<file path="src/rtl/dma_chain_ctl.sv">
module dma_chain_ctl #(
  parameter int W       = 32,
  parameter int NFULL   = 8,
  parameter int NSHORT  = 4,
  localparam int IW     = $clog2(NFULL)
) (
  input  logic          clk,
  input  logic          rst_n,
  input  logic          master_en,
  input  logic          reg_wr,
  input  logic [IW-1:0] reg_addr,
  input  logic [W-1:0]  reg_wdata,
  output logic [W-1:0]  reg_rdata,
  output logic          mem_req,
  output logic [W-1:0]  mem_addr,
  input  logic          mem_ack,
  input  logic [W-1:0]  mem_rdata,
  input  logic          xfer_done,
  input  logic          xfer_err,
  output logic          active,
  output logic          chain_en,
  output logic          cfg_err,
  output logic [W-1:0]  chain_addr,
  output logic [W-1:0]  src_addr,
  output logic [W-1:0]  dst_addr,
  output logic [W-1:0]  xfer_count,
  output logic [2:0]    xfer_size,
  output logic          single_mode,
  output logic          dir_m2io
);
  localparam int SH = $clog2(W/8);
  localparam logic [IW-1:0] LINK_IX = IW'(0);
  localparam logic [IW-1:0] CTRL_IX = IW'(4);

  typedef enum logic [1:0] {S_IDLE, S_ACTIVE, S_FETCH, S_RESTART} st_t;

  st_t           st;
  logic [W-1:0]  r [NFULL];
  logic [IW-1:0] idx;
  logic [W-1:0]  base;
  logic          full_q, chain_q, err_q;

  function automatic logic [W-1:0] fit(input logic [IW-1:0] i, input logic [W-1:0] d);
    fit = (i == CTRL_IX) ? {{(W-6){1'b0}}, d[5:0]} : d;
  endfunction

  function automatic logic legal(input logic [5:0] c);
    legal = (c[4:2] != 3'b011) && !(c[4] && c[3] && !c[0]);
  endfunction

  wire [5:0] cfg      = r[CTRL_IX][5:0];
  wire       ctrl_wr  = reg_wr && (reg_addr == CTRL_IX);
  wire       ch_rst   = ctrl_wr && reg_wdata[6];
  wire       link_wr  = reg_wr && (reg_addr == LINK_IX);
  wire       go       = (link_wr && (reg_wdata != '0)) || (ctrl_wr && reg_wdata[8]);
  wire [5:0] next_cfg = ctrl_wr ? reg_wdata[5:0] : cfg;
  wire       take     = (st == S_FETCH) && mem_ack && !ch_rst;
  wire [IW-1:0] last  = full_q ? IW'(NFULL-1) : IW'(NSHORT-1);

  always_ff @(posedge clk or negedge rst_n) begin
    if (!rst_n) begin
      st      <= S_IDLE;
      for (int i = 0; i < NFULL; i++) r[i] <= '0;
      idx     <= '0;
      base    <= '0;
      full_q  <= 1'b0;
      chain_q <= 1'b0;
      err_q   <= 1'b0;
    end else begin
      if (reg_wr) r[reg_addr] <= fit(reg_addr, reg_wdata);
      if (take)   r[idx]      <= fit(idx, mem_rdata);

      if (!master_en || ch_rst)          chain_q <= 1'b0;
      else if (take && idx == LINK_IX)   chain_q <= |mem_rdata;
      else if (link_wr)                  chain_q <= |reg_wdata;

      if (ch_rst) begin
        st    <= S_IDLE;
        err_q <= 1'b0;
        idx   <= '0;
      end else begin
        case (st)
          S_IDLE:
            if (go) begin
              st    <= legal(next_cfg) ? S_ACTIVE : S_IDLE;
              err_q <= !legal(next_cfg);
            end
          S_ACTIVE:
            if (xfer_err) st <= S_IDLE;
            else if (xfer_done) begin
              if (chain_q) begin
                st     <= S_FETCH;
                idx    <= '0;
                base   <= r[LINK_IX];
                full_q <= !cfg[5];
              end else st <= S_IDLE;
            end
          S_FETCH:
            if (mem_ack) begin
              if (idx == last) st <= S_RESTART;
              else idx <= idx + 1'b1;
            end
          S_RESTART: begin
            st    <= legal(cfg) ? S_ACTIVE : S_IDLE;
            err_q <= !legal(cfg);
          end
          default: st <= S_IDLE;
        endcase
      end
    end
  end

  assign active      = (st == S_ACTIVE);
  assign mem_req     = (st == S_FETCH);
  assign mem_addr    = base + (W'(idx) << SH);
  assign chain_en    = chain_q;
  assign cfg_err     = err_q;
  assign chain_addr  = r[0];
  assign src_addr    = r[1];
  assign dst_addr    = r[2];
  assign xfer_count  = r[3];
  assign xfer_size   = cfg[4:2];
  assign single_mode = cfg[0];
  assign dir_m2io    = cfg[0] & cfg[1];
  assign reg_rdata   = (reg_addr == CTRL_IX)
                     ? {{(W-10){1'b0}}, chain_q, active, 2'b00, cfg}
                     : r[reg_addr];
endmodule

</file>
<file path="config.mk">
export PLATFORM = sky130hd
export DESIGN_NAME = dma_chain_ctl
export DESIGN_NICKNAME = d
export VERILOG_FILES = /design/src/rtl/dma_chain_ctl.sv
export SDC_FILE = /design/constraint.sdc
export NUM_CORES = 1
export LEC_CHECK = 0
export CORE_MARGIN = 2
export CORE_UTILIZATION = 35
export DETAILED_ROUTE_END_ITERATION = 6
export PLACE_DENSITY = 0.57
export REMOVE_ABC_BUFFERS = 1
export SYNTH_ARGS = -nofsm -noshare
export SYNTH_HDL_FRONTEND = slang
export SYNTH_SLANG_ARGS = --single-unit
</file>
<file path="constraint.sdc">
create_clock -name clk -period 6.82 [get_ports clk]
set_clock_uncertainty 0.15 [all_clocks]
set_input_delay 2.046 -clock clk [delete_from_list [all_inputs] [get_ports clk]]
set_output_delay 2.046 -clock clk [all_outputs]
set_load 0.05 [all_outputs]
</file>
==> impl_metrics.tcl, run 1 <==
set metrics [dict create \
    max-vdd-ir-drop_uv 215 \
    cap_violations 0 \
    grt_pass1_wl_um 88400 \
    fin_crit_sh 0.935 \
    critPathTopFamily "buffers and inverters" \
    htreeDepth 2 \
    initial_utilization 0.353 \
    port_buffers 274 \
    period_needed_ns 6.37 \
    synth_cells 1777 \
    grt_overflow 0 \
    drc 0 \
    vias_per_cell 5.53 \
    clock_latency_ns 0.53 \
    crit_buf_inv 2 \
    routed_wl_um 59900 \
    r2r-start "st[0]" \
    rows 79 \
    cp.required_ns 4.62 \
    dp_hpwl_um 40100 \
    die_w_um 221 \
    cp_max_fo 8 \
    dpl_worst_slack_ns 0.700 \
    drt_iter0_drc 1185 \
    drive_gt1_frac 0.166 \
    final_core_util 0.435 \
    final_net_count 1942 \
    worstSetupPathType "reg -> out" \
    end_kind "primary output" \
    rrSetupSlack_ns 3.70 \
    synth_edf_count 0 \
    ctsResizeCount 0 \
    netlist-cell-type-count 61 \
    synth-seq-cells 270 \
    leakagePower_nw 8.69 \
    antenna_found_initial 3 \
    start_kind "register" \
    pwr_density_cell_mw_per_mm2 355 \
    crit_end "mem_addr[22]" \
    ant_nets 0 \
    rsz0062_at_grt "false" \
    drv_slew 0 \
    cts_buffers 34 \
    finalHoldViolations 0 \
    dr.pass1.iters 5 \
    cts-root-buf "clkbuf_16" \
    finalSetupViolCount 0 \
    ff2ff_path_depth 5 \
    hold_path.class "reg -> reg" \
    yosys_warnings 0 \
    slowest_delay_ns 0.88 \
    synthArstFlopShare 1.00 \
    outcome "finished, final reports clean" \
    dieArea_mm2 0.0487 \
    rr_endpoint "r[17]" \
    cp_cell_sequence "inv_2 -> fa_1 -> nor2b_1 -> o21bai_1 -> nor2_1 -> nand3_1 -> xnor2_1 -> clkdlybuf4s50_1" \
    synthToLayoutAreaGrowth_pct 23.0 \
    cts_max_path_buffers 3 \
    path_clk_slew_ns 0.06 \
    layout_common_cells "281 x nand2_1, 270 x dfrtp_1, 238 x clkdlybuf4s50_1" \
    ys_seq_area_frac 0.412 \
    grt_max_degree 111 \
    max_freq_mhz 157 \
    syn_area_mm2 0.0164 \
    cts_hold_buf 0 \
    wl_per_cell_um 24.0 \
    syn_area_per_cell_um2 9.24 \
    ys.flop_type "dfrtp_1" \
    worst_slew_pin_slew_ns 1.07 \
    die_h_um 221 \
    crit_arrival_ns 4.18 \
    place.gp.congestion 0.842 \
    worst_slack_ns 0.446 \
    post_cts_buffers 0 \
    layout_commonest_cell "nand2_1" \
    fin_tns_setup_ns 0 \
    vias 13800 \
    cts_sinks 270 \
    path_depth 8 \
    startpoint "idx[1]" \
    grt_pass1_vias 13400 \
    grt_util_all_layers 0.244 \
    slew_headroom 0.287 \
    design.portCount 275 \
    core_area_mm2 0.0465 \
    slowest_stage "clkdlybuf4s50_1" \
    cts_tree "built" \
]
[cell usage after synthesis, types with 14 or more instances]
master    instances  area, um^2
xnor2_1          18         158
clkbuf_1         71         267
a211oi_1         61         458
inv_1            14        52.6
mux2_2          133        1500
nand2_1         282        1060
mux2i_1          53         531
buf_2            46         230
nor2_1          124         465
a22oi_1          18         135
mux4_2           30         676
o21ai_0         204        1020
nor2b_1          33         206
and2_1           28         175
buf_4           136        1020
nor4_1           16         100
a21oi_1         110         551
dfrtp_1         270        6760
[flip-flops by register name (all words and copies together), names as in the netlist]
name and flops:
full_q 1, xfer_count 32, single_mode 1, base 32, st 2, chain_en 1, src_addr 32, r 96
idx 3, chain_addr 32, cfg_err 1, cfg 2, dst_addr 32, xfer_size 3
[area by class of cell]
type                       instances  area, um^2
inverter                          15        56.3
multi-input combinational       1226        8090
sequential                       270        6760
tap                              607         759
clock buffer                      49        1010
clock inverter                    13         171
antenna                            2        5.00
fill                            4527       26300
timing repair buffer             310        3340
[where the power goes]
| part | switching, W | internal (W) | leakage, nW | total [W] |
|---|---|---|---|---|
| clock | 0.000740 | 0.00119 | 0.582 | 0.00193 |
| sequential | 0.000390 | 0.00198 | 3.38 | 0.00237 |
| combinational | 0.00176 | 0.00113 | 4.72 | 0.00289 |
| total | 0.00289 | 0.00429 | 8.69 | 0.00718 |
[stage by stage]
stage / hold slack (ns) / instance area, um^2 / power [W] / std cells
floorplan: 0.299 / 14800 / 0.00409 / 1511
global placement: 0.320 / 19000 / 0.00524 / 2428
detailed placement: 0.341 / 19000 / 0.00527 / 2428
CTS: 0.342 / 20200 / 0.00721 / 2490
global route: 0.382 / 20200 / 0.00749 / 2492
finish: 0.346 / 20200 / 0.00718 / 2492
[per-layer routing]
layer / routed length (um) / GRT usage / part of all wire / up-vias
met3: 3940 / 0.0371 / 0.066 / 71
met5: 0 / 0 / 0 / -
li1: - / - / - / 6249
met4: 1210 / 0.0622 / 0.020 / 0
met2: 28200 / 0.394 / 0.47 / 543
met1: 26500 / 0.342 / 0.44 / 6923
[how the worst min path moves through the flow]
stage                  from  endpoint  slack (ns)  cells past startpoint
floorplan            cfg[5]    full_q        0.30                      1
global placement     cfg[5]    full_q        0.32                      1
detailed placement   cfg[5]    full_q        0.34                      1
CTS                  cfg[5]    full_q        0.34                      1
global route        base[0]   base[0]        0.38                      1
finish               cfg[5]    full_q        0.35                      1
[cells by family (layout without fill, tap and decap cells)]
group / Yosys count / after routing / share of synthesized area
XOR/XNOR: 29 / 29 / 0.0155
other: 0 / 2 / 0
AO/OA/AOI/OAI: 430 / 430 / 0.150
flip-flops: 270 / 270 / 0.412
AND/OR/NAND/NOR: 540 / 540 / 0.149
multiplexers: 216 / 216 / 0.165
buffers and inverters: 281 / 387 / 0.100
adder cells (fa/ha/maj): 11 / 11 / 0.00884
Power figures use the tool's default switching activity.
==> run 2: changes to the inputs <==
- GPL_TIMING_DRIVEN: default -> 0
- SLEW_MARGIN: default -> 20
==> run 2 against run 1 <==
Setup slack got worse by 0.35 ns; non-clock buffer count increased by 15; critical path type is now in -> out; final cell count increased by 0.44%; via count about the same; flip-flop and latch count unchanged; final area increased by 1.3%; power decreased by 2.8%; fmax decreased by 5.3%; combinational power decreased by 3%.
==> impl_metrics.tcl, run 2 (synthesized netlist as in run 1, its figures left out) <==
set metrics [dict create \
    cts_tree "built" \
    period_needed_ns 6.73 \
    crit_buf_inv 3 \
    end_kind "primary output" \
    largest_reg_flops 96 \
    grt_pass1_vias 13500 \
    place.gp.congestion 0.822 \
    outcome "finished, final reports clean" \
    dp_hpwl_um 42000 \
    cap_violations 0 \
    whs_ns 0.336 \
    design_area_mm2 0.0205 \
    start_kind "input port" \
    dieArea_mm2 0.0487 \
    grt_pass1_wl_um 87700 \
    cp_max_fo 45 \
    design.portCount 275 \
    core_area_mm2 0.0465 \
    antenna_found_initial 5 \
    ant_nets 0 \
    dp_cells 2443 \
    cts_hold_buf 0 \
    slowest_stage "clkdlybuf4s50_1" \
    path_clk_slew_ns 0.05 \
    worst_slew_pin_slew_ns 0.912 \
    fin_crit_sh 0.987 \
    leakagePower_nw 8.82 \
    worstSetupPathType "in -> out" \
    wl_per_cell_um 23.8 \
    ff_latch_area_mm2 0.00676 \
    cts_max_path_buffers 3 \
    rsz0062_at_grt "false" \
    vias 13800 \
    fin_tns_setup_ns 0 \
    layout_commonest_cell "nand2_1" \
    die_w_um 221 \
    finalSetupViolCount 0 \
    slew_headroom 0.387 \
    grt_overflow 0 \
    dr.pass1.iters 6 \
    top_register "r" \
    grt_util_all_layers 0.243 \
    htreeDepth 2 \
    rows 79 \
    fillers 4477 \
    post_cts_buffers 0 \
    final_net_count 1958 \
    cp_cell_sequence "buf_4 -> buf_16 -> nor2b_4 -> a221oi_1 -> nor2_1 -> clkdlybuf4s50_1" \
    hold_path.class "reg -> reg" \
    cts_buffers 34 \
    finalNonFillerCells 2503 \
    cp.required_ns 4.62 \
    initial_utilization 0.353 \
    clock_latency_ns 0.54 \
    drc 0 \
    max_freq_mhz 149 \
    pwr_density_cell_mw_per_mm2 341 \
    slowest_delay_ns 0.85 \
    multi_input_area_mm2 0.00813 \
    drive_gt1_frac 0.156 \
    grt_max_degree 89 \
    synthToLayoutAreaGrowth_pct 24.6 \
    crit_arrival_ns 4.53 \
    drt_iter0_drc 1272 \
    cts_sinks 270 \
    cts-root-buf "clkbuf_16" \
    layout_common_cells "281 x nand2_1, 270 x dfrtp_1, 261 x clkdlybuf4s50_1" \
    routed_wl_um 59500 \
    port_buffers 274 \
    critPathTopFamily "buffers and inverters" \
    final_core_util 0.440 \
    place_area_mm2 0.0193 \
    max-vdd-ir-drop_uv 253 \
    drv_slew 0 \
    finalHoldViolations 0 \
    die_h_um 221 \
    vias_per_cell 5.51 \
]
run 2: cell type report:
| cell class | count | area share |
|---|---|---|
| antenna | 2 | 0.000245 |
| clock buffer | 53 | 0.0531 |
| clock inverter | 4 | 0.00239 |
| inverter | 15 | 0.00275 |
| multi-input combinational | 1227 | 0.397 |
| sequential | 270 | 0.330 |
| tap | 607 | 0.0371 |
| timing repair buffer | 325 | 0.177 |
run 2: repair_timing:
item	in CTS	in global routing
hold endpoints to repair	0	0
endpoints found under the setup margin	12	5
pin swaps	1	0
cloned	1	0
resized for setup	7	5
run 2: path summary, 6_finish.rpt:
kind | slack, ns | start | endpoint | cells after the start
max | 0.09 | reg_addr[1] | reg_rdata[12] | 6
min | 0.34 | cfg[5] | full_q | 1
max reg2reg | 3.94 | st[0] | r[78] | 9
min reg2reg | 0.34 | cfg[5] | full_q | 1
max in group asynchronous | 4.11 | rst_n | r[80] | 3
min in group asynchronous | 1.28 | rst_n | chain_addr[6] | 1
run 2: per-layer routing:
layer | part of all wire | GRT usage | up-vias
li1 | - | - | 6299
met1 | 0.43 | 0.333 | 6867
met2 | 0.47 | 0.388 | 529
met3 | 0.074 | 0.0500 | 92
met4 | 0.026 | 0.0749 | 4
met5 | 0.00044 | 0 | -
run 2: through the flow:
stage,total power (W),setup WS [ns]
floorplan,0.00409,0.420
global placement,0.00510,-9.00
detailed placement,0.00516,-0.273
CTS,0.00701,0.0167
global route,0.00729,0.0245
finish,0.00697,0.0910
run 2: where the power goes:
part	internal (W)	total (W)	switching, W	leakage (nW)
logic	0.00106	0.00280	0.00174	4.88
registers	0.00198	0.00233	0.000353	3.38
clock network	0.00113	0.00184	0.000714	0.561
run 2: worst reg2reg max path: stages, from the launching register on:
cell and delay (ns):
dfrtp_1 0.42, inv_1 0.17, ha_1 0.34, o21ai_2 0.21, nor4_4 0.62, buf_4 0.34, buf_6 0.20, buf_6 0.19
nor2_1 0.07, a21oi_1 0.11
